### config.mk
export PLATFORM = sky130hd
export DESIGN_NAME = atomic_rmw_unit
export DESIGN_NICKNAME = d
export VERILOG_FILES = /design/src/rtl/atomic_pkg.sv /design/src/rtl/atomic_decode.sv /design/src/rtl/atomic_addr_gen.sv /design/src/rtl/atomic_alu.sv /design/src/rtl/atomic_rmw_unit.sv
export SDC_FILE = /design/constraint.sdc
export NUM_CORES = 1
export LEC_CHECK = 0
export ABC_AREA = 1
export ABC_CLOCK_PERIOD_IN_PS = 3200
export CORE_MARGIN = 2
export CORE_UTILIZATION = 50
export DETAILED_ROUTE_END_ITERATION = 7
export GPL_TIMING_DRIVEN = 0
export MAX_ROUTING_LAYER = met4
export PLACE_DENSITY = 0.78
export SYNTH_ARGS = -nofsm -noshare
export SYNTH_HDL_FRONTEND = slang
export SYNTH_HIERARCHICAL = 1
export SYNTH_SLANG_ARGS = --single-unit
### constraint.sdc
create_clock -name clk -period 3.2 [get_ports clk]
set_clock_uncertainty 0.15 [all_clocks]
set_input_delay 0.32 -clock clk [delete_from_list [all_inputs] [get_ports clk]]
set_output_delay 0.32 -clock clk [all_outputs]
set_load 0.02 [all_outputs]
### src/rtl/atomic_pkg.sv
package atomic_pkg;

  typedef enum logic [2:0] {
    OP_ADD,
    OP_OR,
    OP_AND,
    OP_XOR,
    OP_XCHG,
    OP_CMPX
  } op_e;

  typedef enum logic [2:0] {
    ST_IDLE,
    ST_READ,
    ST_MODIFY,
    ST_WRITE,
    ST_DONE
  } state_e;

  typedef struct packed {
    op_e  op;
    logic fetch;
    logic wide;
    logic bad;
  } dec_t;

  localparam logic [7:0] CODE_ADD  = 8'h00;
  localparam logic [7:0] CODE_OR   = 8'h40;
  localparam logic [7:0] CODE_AND  = 8'h50;
  localparam logic [7:0] CODE_XOR  = 8'hA0;
  localparam logic [7:0] CODE_XCHG = 8'hE1;
  localparam logic [7:0] CODE_CMPX = 8'hF1;
  localparam logic [7:0] FETCH_BIT = 8'h01;

  localparam logic [1:0] SZ_WORD  = 2'b00;
  localparam logic [1:0] SZ_DWORD = 2'b11;

endpackage

### src/rtl/atomic_decode.sv
module atomic_decode
  import atomic_pkg::*;
(
  input  logic [7:0] op_code,
  input  logic [1:0] size_code,
  output dec_t       dec
);

  logic size_ok;

  always_comb begin
    size_ok   = (size_code == SZ_WORD) || (size_code == SZ_DWORD);
    dec       = '0;
    dec.op    = OP_ADD;
    dec.fetch = op_code[0];
    dec.wide  = (size_code == SZ_DWORD);
    dec.bad   = !size_ok;
    case (op_code)
      CODE_ADD, CODE_ADD | FETCH_BIT: dec.op = OP_ADD;
      CODE_OR,  CODE_OR  | FETCH_BIT: dec.op = OP_OR;
      CODE_AND, CODE_AND | FETCH_BIT: dec.op = OP_AND;
      CODE_XOR, CODE_XOR | FETCH_BIT: dec.op = OP_XOR;
      CODE_XCHG:                      dec.op = OP_XCHG;
      CODE_CMPX:                      dec.op = OP_CMPX;
      default:                        dec.bad = 1'b1;
    endcase
  end

endmodule

### src/rtl/atomic_addr_gen.sv
module atomic_addr_gen #(
  parameter int XLEN   = 64,
  parameter int OFF_W  = 16,
  parameter int MEM_AW = 10
) (
  input  logic [XLEN-1:0]   base_val,
  input  logic [OFF_W-1:0]  disp,
  output logic [MEM_AW-1:0] word_addr,
  output logic              upper_lane
);

  localparam int BE_W = XLEN / 8;
  localparam int WSH  = $clog2(BE_W);
  localparam int USED = WSH + MEM_AW;

  logic [XLEN-1:0] disp_ext;
  logic [USED-1:0] byte_addr;

  always_comb begin
    disp_ext   = {{(XLEN-OFF_W){disp[OFF_W-1]}}, disp};
    byte_addr  = base_val[USED-1:0] + disp_ext[USED-1:0];
    word_addr  = byte_addr[USED-1:WSH];
    upper_lane = byte_addr[WSH-1];
  end

endmodule

### src/rtl/atomic_alu.sv
module atomic_alu
  import atomic_pkg::*;
#(
  parameter int XLEN = 64
) (
  input  dec_t              dec,
  input  logic              upper_lane,
  input  logic [XLEN-1:0]   rdata,
  input  logic [XLEN-1:0]   src_val,
  input  logic [XLEN-1:0]   cmp_val,
  output logic [XLEN-1:0]   old_ext,
  output logic [XLEN-1:0]   wdata,
  output logic [XLEN/8-1:0] be,
  output logic              do_write
);

  localparam int HALF = XLEN / 2;
  localparam int BE_W = XLEN / 8;

  logic [HALF-1:0] half_sel;
  logic [XLEN-1:0] result;
  logic            match;
  logic [BE_W-1:0] be_lo;
  logic [BE_W-1:0] be_hi;

  generate
    if (BE_W > 1) begin : g_lanes
      assign be_lo = {{(BE_W/2){1'b0}}, {(BE_W/2){1'b1}}};
      assign be_hi = {{(BE_W/2){1'b1}}, {(BE_W/2){1'b0}}};
    end else begin : g_single
      assign be_lo = '1;
      assign be_hi = '1;
    end
  endgenerate

  always_comb begin
    half_sel = upper_lane ? rdata[XLEN-1:HALF] : rdata[HALF-1:0];
    old_ext  = dec.wide ? rdata : {{HALF{1'b0}}, half_sel};
    match    = dec.wide ? (old_ext == cmp_val)
                        : (old_ext[HALF-1:0] == cmp_val[HALF-1:0]);
    case (dec.op)
      OP_ADD:  result = old_ext + src_val;
      OP_OR:   result = old_ext | src_val;
      OP_AND:  result = old_ext & src_val;
      OP_XOR:  result = old_ext ^ src_val;
      default: result = src_val;
    endcase
    do_write = !((dec.op == OP_CMPX) && !match);
    wdata    = dec.wide ? result : {result[HALF-1:0], result[HALF-1:0]};
    be       = dec.wide ? '1 : (upper_lane ? be_hi : be_lo);
  end

endmodule

### src/rtl/atomic_rmw_unit.sv
module atomic_rmw_unit
  import atomic_pkg::*;
#(
  parameter int XLEN   = 64,
  parameter int OFF_W  = 16,
  parameter int MEM_AW = 10
) (
  input  logic              clk,
  input  logic              rst,
  input  logic              start,
  input  logic [XLEN-1:0]   base_val,
  input  logic [OFF_W-1:0]  disp,
  input  logic [XLEN-1:0]   src_val,
  input  logic [XLEN-1:0]   cmp_val,
  input  logic [1:0]        size_code,
  input  logic [7:0]        op_code,
  output logic [MEM_AW-1:0] mem_addr,
  output logic              mem_rd,
  input  logic [XLEN-1:0]   mem_rdata,
  output logic              mem_wr,
  output logic [XLEN-1:0]   mem_wdata,
  output logic [XLEN/8-1:0] mem_be,
  output logic              mem_lock,
  output logic              done,
  output logic              error,
  output logic [XLEN-1:0]   old_val,
  output logic              wb_src,
  output logic              wb_r0
);

  localparam int BE_W = XLEN / 8;

  state_e            st_q, st_nxt;
  dec_t              dec_in, dec_q;
  logic [MEM_AW-1:0] waddr_in, addr_q;
  logic              lane_in, lane_q;
  logic [XLEN-1:0]   src_q, cmp_q;
  logic [XLEN-1:0]   alu_old, alu_wdata;
  logic [BE_W-1:0]   alu_be;
  logic              alu_wr;
  logic              rd_q, wr_q, lock_q, done_q, err_q, wbs_q, wbr_q;
  logic [XLEN-1:0]   old_q, wdata_q;
  logic [BE_W-1:0]   be_q;

  atomic_decode u_dec (
    .op_code   (op_code),
    .size_code (size_code),
    .dec       (dec_in)
  );

  atomic_addr_gen #(
    .XLEN   (XLEN),
    .OFF_W  (OFF_W),
    .MEM_AW (MEM_AW)
  ) u_addr (
    .base_val   (base_val),
    .disp       (disp),
    .word_addr  (waddr_in),
    .upper_lane (lane_in)
  );

  atomic_alu #(
    .XLEN (XLEN)
  ) u_alu (
    .dec        (dec_q),
    .upper_lane (lane_q),
    .rdata      (mem_rdata),
    .src_val    (src_q),
    .cmp_val    (cmp_q),
    .old_ext    (alu_old),
    .wdata      (alu_wdata),
    .be         (alu_be),
    .do_write   (alu_wr)
  );

  always_comb begin
    st_nxt = st_q;
    case (st_q)
      ST_IDLE:   if (start) st_nxt = dec_in.bad ? ST_DONE : ST_READ;
      ST_READ:   st_nxt = ST_MODIFY;
      ST_MODIFY: st_nxt = ST_WRITE;
      ST_WRITE:  st_nxt = ST_DONE;
      ST_DONE:   st_nxt = ST_IDLE;
      default:   st_nxt = ST_IDLE;
    endcase
  end

  always_ff @(posedge clk) begin
    if (rst) begin
      st_q   <= ST_IDLE;
      dec_q  <= '0;
      addr_q <= '0;
      lane_q <= 1'b0;
      src_q  <= '0;
      cmp_q  <= '0;
    end else begin
      st_q <= st_nxt;
      if (st_q == ST_IDLE && start) begin
        dec_q  <= dec_in;
        addr_q <= waddr_in;
        lane_q <= lane_in;
        src_q  <= src_val;
        cmp_q  <= cmp_val;
      end
    end
  end

  always_ff @(posedge clk) begin
    if (rst) begin
      old_q   <= '0;
      wdata_q <= '0;
      be_q    <= '0;
    end else if (st_q == ST_MODIFY) begin
      old_q   <= alu_old;
      wdata_q <= alu_wdata;
      be_q    <= alu_be;
    end
  end

  always_ff @(posedge clk) begin
    if (rst) begin
      rd_q   <= 1'b0;
      wr_q   <= 1'b0;
      lock_q <= 1'b0;
      done_q <= 1'b0;
      err_q  <= 1'b0;
      wbs_q  <= 1'b0;
      wbr_q  <= 1'b0;
    end else begin
      rd_q   <= (st_nxt == ST_READ);
      wr_q   <= (st_nxt == ST_WRITE) && alu_wr;
      lock_q <= (st_nxt == ST_READ) || (st_nxt == ST_MODIFY) ||
                (st_nxt == ST_WRITE);
      done_q <= (st_nxt == ST_DONE);
      err_q  <= (st_q == ST_IDLE) && (st_nxt == ST_DONE);
      wbs_q  <= (st_q == ST_WRITE) && dec_q.fetch && (dec_q.op != OP_CMPX);
      wbr_q  <= (st_q == ST_WRITE) && (dec_q.op == OP_CMPX);
    end
  end

  assign mem_addr  = addr_q;
  assign mem_rd    = rd_q;
  assign mem_wr    = wr_q;
  assign mem_wdata = wdata_q;
  assign mem_be    = be_q;
  assign mem_lock  = lock_q;
  assign done      = done_q;
  assign error     = err_q;
  assign old_val   = old_q;
  assign wb_src    = wbs_q;
  assign wb_r0     = wbr_q;

endmodule

==> flow_summary.ini, run 1 <==
[outcome]
status = finished, violations left
violations = setup timing

[critical_path]
cp-end-kind = flop
crit_required_ns = 3.46
worstSetupStartpointType = flop
crit_fanout = 10
crit_arrival_ns = 3.64
crit_type = flop to flop

[die]
dieArea_um2 = 45200
fp.dieW_um = 213
row_count = 76
start_util_pct = 50.6
core_area_um2 = 43000
die_h_um = 213
io-pin-count = 438

[global_routing]
grt_overflow = 0
grt_pass1_vias = 24400
antenna_found_initial = 2
grt_pass1_wl_um = 149000
grt_max_degree = 15
track_usage_pct = 46.4

[sta]
finalSetupViolations = 21
period_share_pct = 106
fin_crit_ns = 3.38
worst_pin_slew_ns = 1.22
worst_slack_ns = -0.178
hold_viol = 0
clock.fmax_mhz = 296
relSlewSlack_pct = 18.5
final-max-slew-violation-count = 0
rsz0062_at_grt = yes

[pwr]
p_int_mw = 7.64
pwr-share-seq_pct = 32.5
vdd_drop_max_mv = 0.297
switching_share_pct = 35.4
power.density_nw_per_um2 = 386
p_total_mw = 11.8
cellLeakagePower_nw = 14.3
combPwrFrac_pct = 33.6
p_sw_mw = 4.19
p_clk_share_pct = 33.8

[cts]
clockRootBuffer = clkbuf_16
h-tree-depth = 2
clkLatencyLatePin_ns = 0.57
path_clk_slew_ns = 0.06
cts_sinks = 290
clk_path_buf_depth = 3
cts_tree = yes
cts-buffers-inserted = 34

[min_path]
hold_class = input pin to flop

[flow_run]
drv_cap = 0

[route]
drt_iter0_drc = 3491
vias_per_cell = 5.69
vias = 27100
wirelength_um = 107000
ant_nets = 0
drt_first_pass_iters = 7
drcViolationCount = 0
post_drt_wl_per_cell_um = 22.6

[layout]
final_nets = 4578
final_cell_mix = 1,307 x nand2_1, 515 x inv_1, 382 x clkdlybuf4s50_1, 355 x a21oi_1, 288 x dfxtp_1
drive_gt1_share_pct = 17.3
multi_input_area_um2 = 15400
stdcell_count = 4755
final_common_cell = nand2_1
num-fill-cells = 3703
synthToLayoutAreaGrowth_pct = 40.9
regArea_um2 = 5810

[yosys]
syn_avg_cell_area_um2 = 5.96
synth_fp_nets = 4079
synthCells = 3651
syn-cell-area_um2 = 21800
yosys_warnings = 6

[placement]
dp_cells = 4618
dp_hpwl_um = 83400
place_congestion = 1.09
port_buffers = 382
sequential cells by signal, indices dropped and copies added, names as in the netlist:
register / cells
mem_wdata: 64
done: 1
lane_q: 1
wb_r0: 1
mem_lock: 1
dec_q: 5
src_q: 64
st_q: 3
wb_src: 1
cmp_q: 64
mem_wr: 1
error: 1
mem_be: 8
mem_rd: 1
mem_addr: 10
old_val: 64
final cells by class:
type / instances / area share (%)
diodes: 2 / 0.0163
plain buffers: 155 / 2.77
clock buffers: 43 / 3.02
clock inverters: 11 / 0.555
inverters: 561 / 6.90
multi-input cells: 2645 / 50.3
flip-flops and latches: 290 / 19.0
well taps: 585 / 2.39
repair buffers: 463 / 15.1
stage by stage:
step | area (µm²) | setup slack [ns] | util (%) | hold WS, ns | setup TNS (ns)
finish | 30700 | -0.178 | 71.4 | 0.119 | -1.18
global route | 30700 | -0.204 | 71.4 | 0.147 | -3.62
CTS | 29100 | -0.0353 | 67.6 | 0.0678 | -0.114
detailed placement | 26300 | -0.909 | 61.2 | 0.284 | -36.71
global placement | 26300 | -0.923 | 61.2 | 0.282 | -36.62
floorplan | 21800 | 0.334 | - | 0.267 | 0
routing by layer:
| layer | wire [µm] | share of wire, % | vias up | GRT usage [%] |
|---|---|---|---|---|
| met1 | 39500 | 37 | 12400 | 54.6 |
| met3 | 13600 | 13 | 448 | 12.9 |
| met4 | 8600 | 8.0 | 0 | 30.7 |
| met5 | 0 | 0 | - | - |
| met2 | 45600 | 42 | 1832 | 69.1 |
| li1 | - | - | 12400 | - |
power groups by stage:
stage	clock, mW	combinational (mW)	sequential (mW)
after CTS	3.97	3.31	3.84
after floorplan	0	1.63	3.91
after global placement	0	2.85	3.91
final	4.01	3.98	3.85
after global routing	4.12	4.14	3.86
after detailed placement	0	2.86	3.92
worst paths after layout:
| check | startpoint | to | slack [ns] | cells past startpoint |
|---|---|---|---|---|
| worst min register to register | old_val[7] | old_val[7] | 0.31 | 2 |
| worst max-delay path | lane_q | mem_wdata[60] | -0.18 | 20 |
| worst min-delay path | rst | mem_lock | 0.12 | 4 |
| worst max register to register | lane_q | mem_wdata[60] | -0.18 | 20 |
worst max-delay path, stage by stage, from the launching register on:
cell,delay (ns)
dfxtp_4,0.44
nand2_8,0.11
buf_12,0.17
nand2_1,0.14
o21ai_4,0.14
ha_4,0.35
nand2_2,0.10
nor2_2,0.26
nand3_2,0.12
nand3b_1,0.25
nand2_2,0.15
nand2_4,0.16
nand2_4,0.09
nand2_2,0.07
nand2_1,0.05
nand3_2,0.08
nand2_1,0.07
nand2_1,0.10
nand2_1,0.07
nand2_1,0.08
a21oi_2,0.05
what timing repair did:
action | 4_1_cts | 5_1_grt
hold buffers | 0 | 0
pin swaps | 44 | 83
setup endpoints to repair | 59 | 57
cloned | 1 | 2
buffers inserted | 30 | 49
resized for setup | 297 | 314
endpoints found under the hold margin | 0 | 0
(Power assumes the default switching activity.)
==> inputs of run 2 (changes only) <==
CORE_MARGIN = not set   (was 2)
SETUP_SLACK_MARGIN = 0.5   (was not set)
==> run 2 against run 1 <==
Compared with the run above:
- the flow finishes with violations (DRC, setup timing)
- sequential power about the same
- wire length increased by 11%
- first-iteration DRC count increased by 14%
- via count increased by 6.0%
- sequential share of layout area decreased by 0.96 points
- register-to-register slack got worse by 0.11 ns
- critical path depth decreased by 4
- global-route usage increased by 2.9 points
- power increased by 2.9%
- hold slack got worse by 0.0074 ns
- sequential cell count unchanged
- combinational power increased by 15%
- largest power group is now combinational logic
- highest routed layer unchanged
==> flow_summary.ini, run 2 (same netlist as run 1, synthesis figures left out) <==
[sta]
clock.fmax_mhz = 286
period_share_pct = 109
finalSetupViolations = 49
finalSetupTns_ns = -8.15
rsz0062_at_grt = yes
hold_viol = 0
worst_pin_slew_ns = 1.18
fin_crit_ns = 3.50
relSlewSlack_pct = 21.0
final-max-slew-violation-count = 0
worst_slack_ns = -0.299
whs_ns = 0.111

[pwr]
p_total_mw = 12.2
vdd_drop_max_mv = 0.399
power.density_nw_per_um2 = 377
cellLeakagePower_nw = 15.1

[route]
vias_per_cell = 5.96
drt_iter0_drc = 3967
post_drt_wl_per_cell_um = 24.7
wirelength_um = 119000
drt_first_pass_iters = 8
drcViolationCount = 192
vias = 28700
ant_nets = 0

[cts]
clockRootBuffer = clkbuf_16
clkLatencyLatePin_ns = 0.61
h-tree-depth = 1
postCtsHoldBufs = 0
path_clk_slew_ns = 0.06
cts-buffers-inserted = 30
cts_sinks = 290
clk_path_buf_depth = 3
cts_tree = yes

[global_routing]
grt_overflow = 0
grt_max_degree = 15
antenna_found_initial = 13
grt_pass1_vias = 26000
track_usage_pct = 49.3
grt_pass1_wl_um = 157000

[layout]
synthToLayoutAreaGrowth_pct = 48.4
regArea_um2 = 5810
final_common_cell = nand2_1
drive_gt1_share_pct = 23.1
final_cell_area_um2 = 32300
multi_input_area_um2 = 16600
num-fill-cells = 3258
final_nets = 4623
post-route-util_pct = 75.2
stdcell_count = 4814
final_cell_mix = 1,197 x nand2_1, 490 x inv_1, 382 x clkdlybuf4s50_1, 330 x a21oi_1, 288 x dfxtp_1

[die]
dieArea_um2 = 44400
fp.dieW_um = 211
start_util_pct = 50.6
die_h_um = 211
core_area_um2 = 43000
io-pin-count = 438
row_count = 76

[critical_path]
critical_path.endpoint = mem_wdata[56]
crit_slowest_cell = clkdlybuf4s50_1
crit_required_ns = 3.51
reg2regPathDepth = 23
crit_arrival_ns = 3.81
reg2reg_from = dec_q[1]
crit_fanout = 6
crit_top_cell = nand2_1
critPathBufInv = 1
reg2reg_slack_ns = -0.29
startpoint = mem_rdata[50]
worstSetupStartpointType = input pin
cp-end-kind = flop
cp_cell_sequence = clkdlybuf4s50_1, nand2_2, ha_2, nand2_1, nor2_1, nand2_1, nor2_1, a21oi_2, nand2_2, nand2_1, nand3_2, nand2_1, nand2_2, nand2_2, nand2_1, a21oi_1
r2r-end = mem_wdata[52]
crit_type = input pin to flop
critPathTopFamily = simple AND/OR/NAND/NOR gates
worst-path-stages = 16
critical_path.max_stage_delay_ns = 1.04

[placement]
place_congestion = 1.13
dp_cells = 4618
dp_hpwl_um = 84100
placed_cell_area_um2 = 26400
dp_slack_ns = -0.948
port_buffers = 382

[outcome]
violations = DRC, setup timing
status = finished, violations left

[min_path]
hold_class = input pin to flop

[flow_run]
drv_cap = 0
## run 2: repair_timing
item / 4_1_cts / 5_1_grt
resized for setup: 631 / 301
setup endpoints to repair: 64 / 65
buffers inserted: 72 / 55
cloned: 3 / 0
pin swaps: 121 / 166
endpoints found under the hold margin: 0 / 0
## run 2: metal layers
metal,GRT usage [%],wire length (µm),vias up
li1,-,-,12500
met1,56.7,41000,13000
met2,72.0,48300,2329
met3,14.3,17100,868
met4,38.4,12500,0
met5,-,0,-
## run 2: final cells by class
type,count,area share [%]
Multi-Input combinational cell,2645,51.4
Sequential cell,290,18.0
Timing Repair Buffer,511,15.8
Inverter,561,6.62
Clock buffer,43,2.70
Buffer,156,2.68
Tap cell,585,2.27
Clock inverter,8,0.442
Antenna cell,15,0.116
## run 2: how the worst min path moves through the flow
stage                       start             to  slack, ns  cells past startpoint
finish                        rst       mem_lock       0.11                      4
global route                  rst       mem_lock       0.11                      4
CTS                           rst       mem_lock       0.06                      4
detailed placement  mem_wdata[13]  mem_wdata[13]       0.30                      2
global placement    mem_wdata[53]  mem_wdata[53]       0.30                      2
floorplan                dec_q[2]         wb_src       0.27                      2
## run 2: worst min-delay path, stage by stage
cell	delay, ns
buf_2	0.23
inv_1	0.13
nand2_1	0.07
inv_1	0.06
## run 2: power by group
part	internal, mW	switching (mW)
Combinational	1.78	2.80
Sequential	3.74	0.120
Clock	2.19	1.56
Total	7.70	4.48
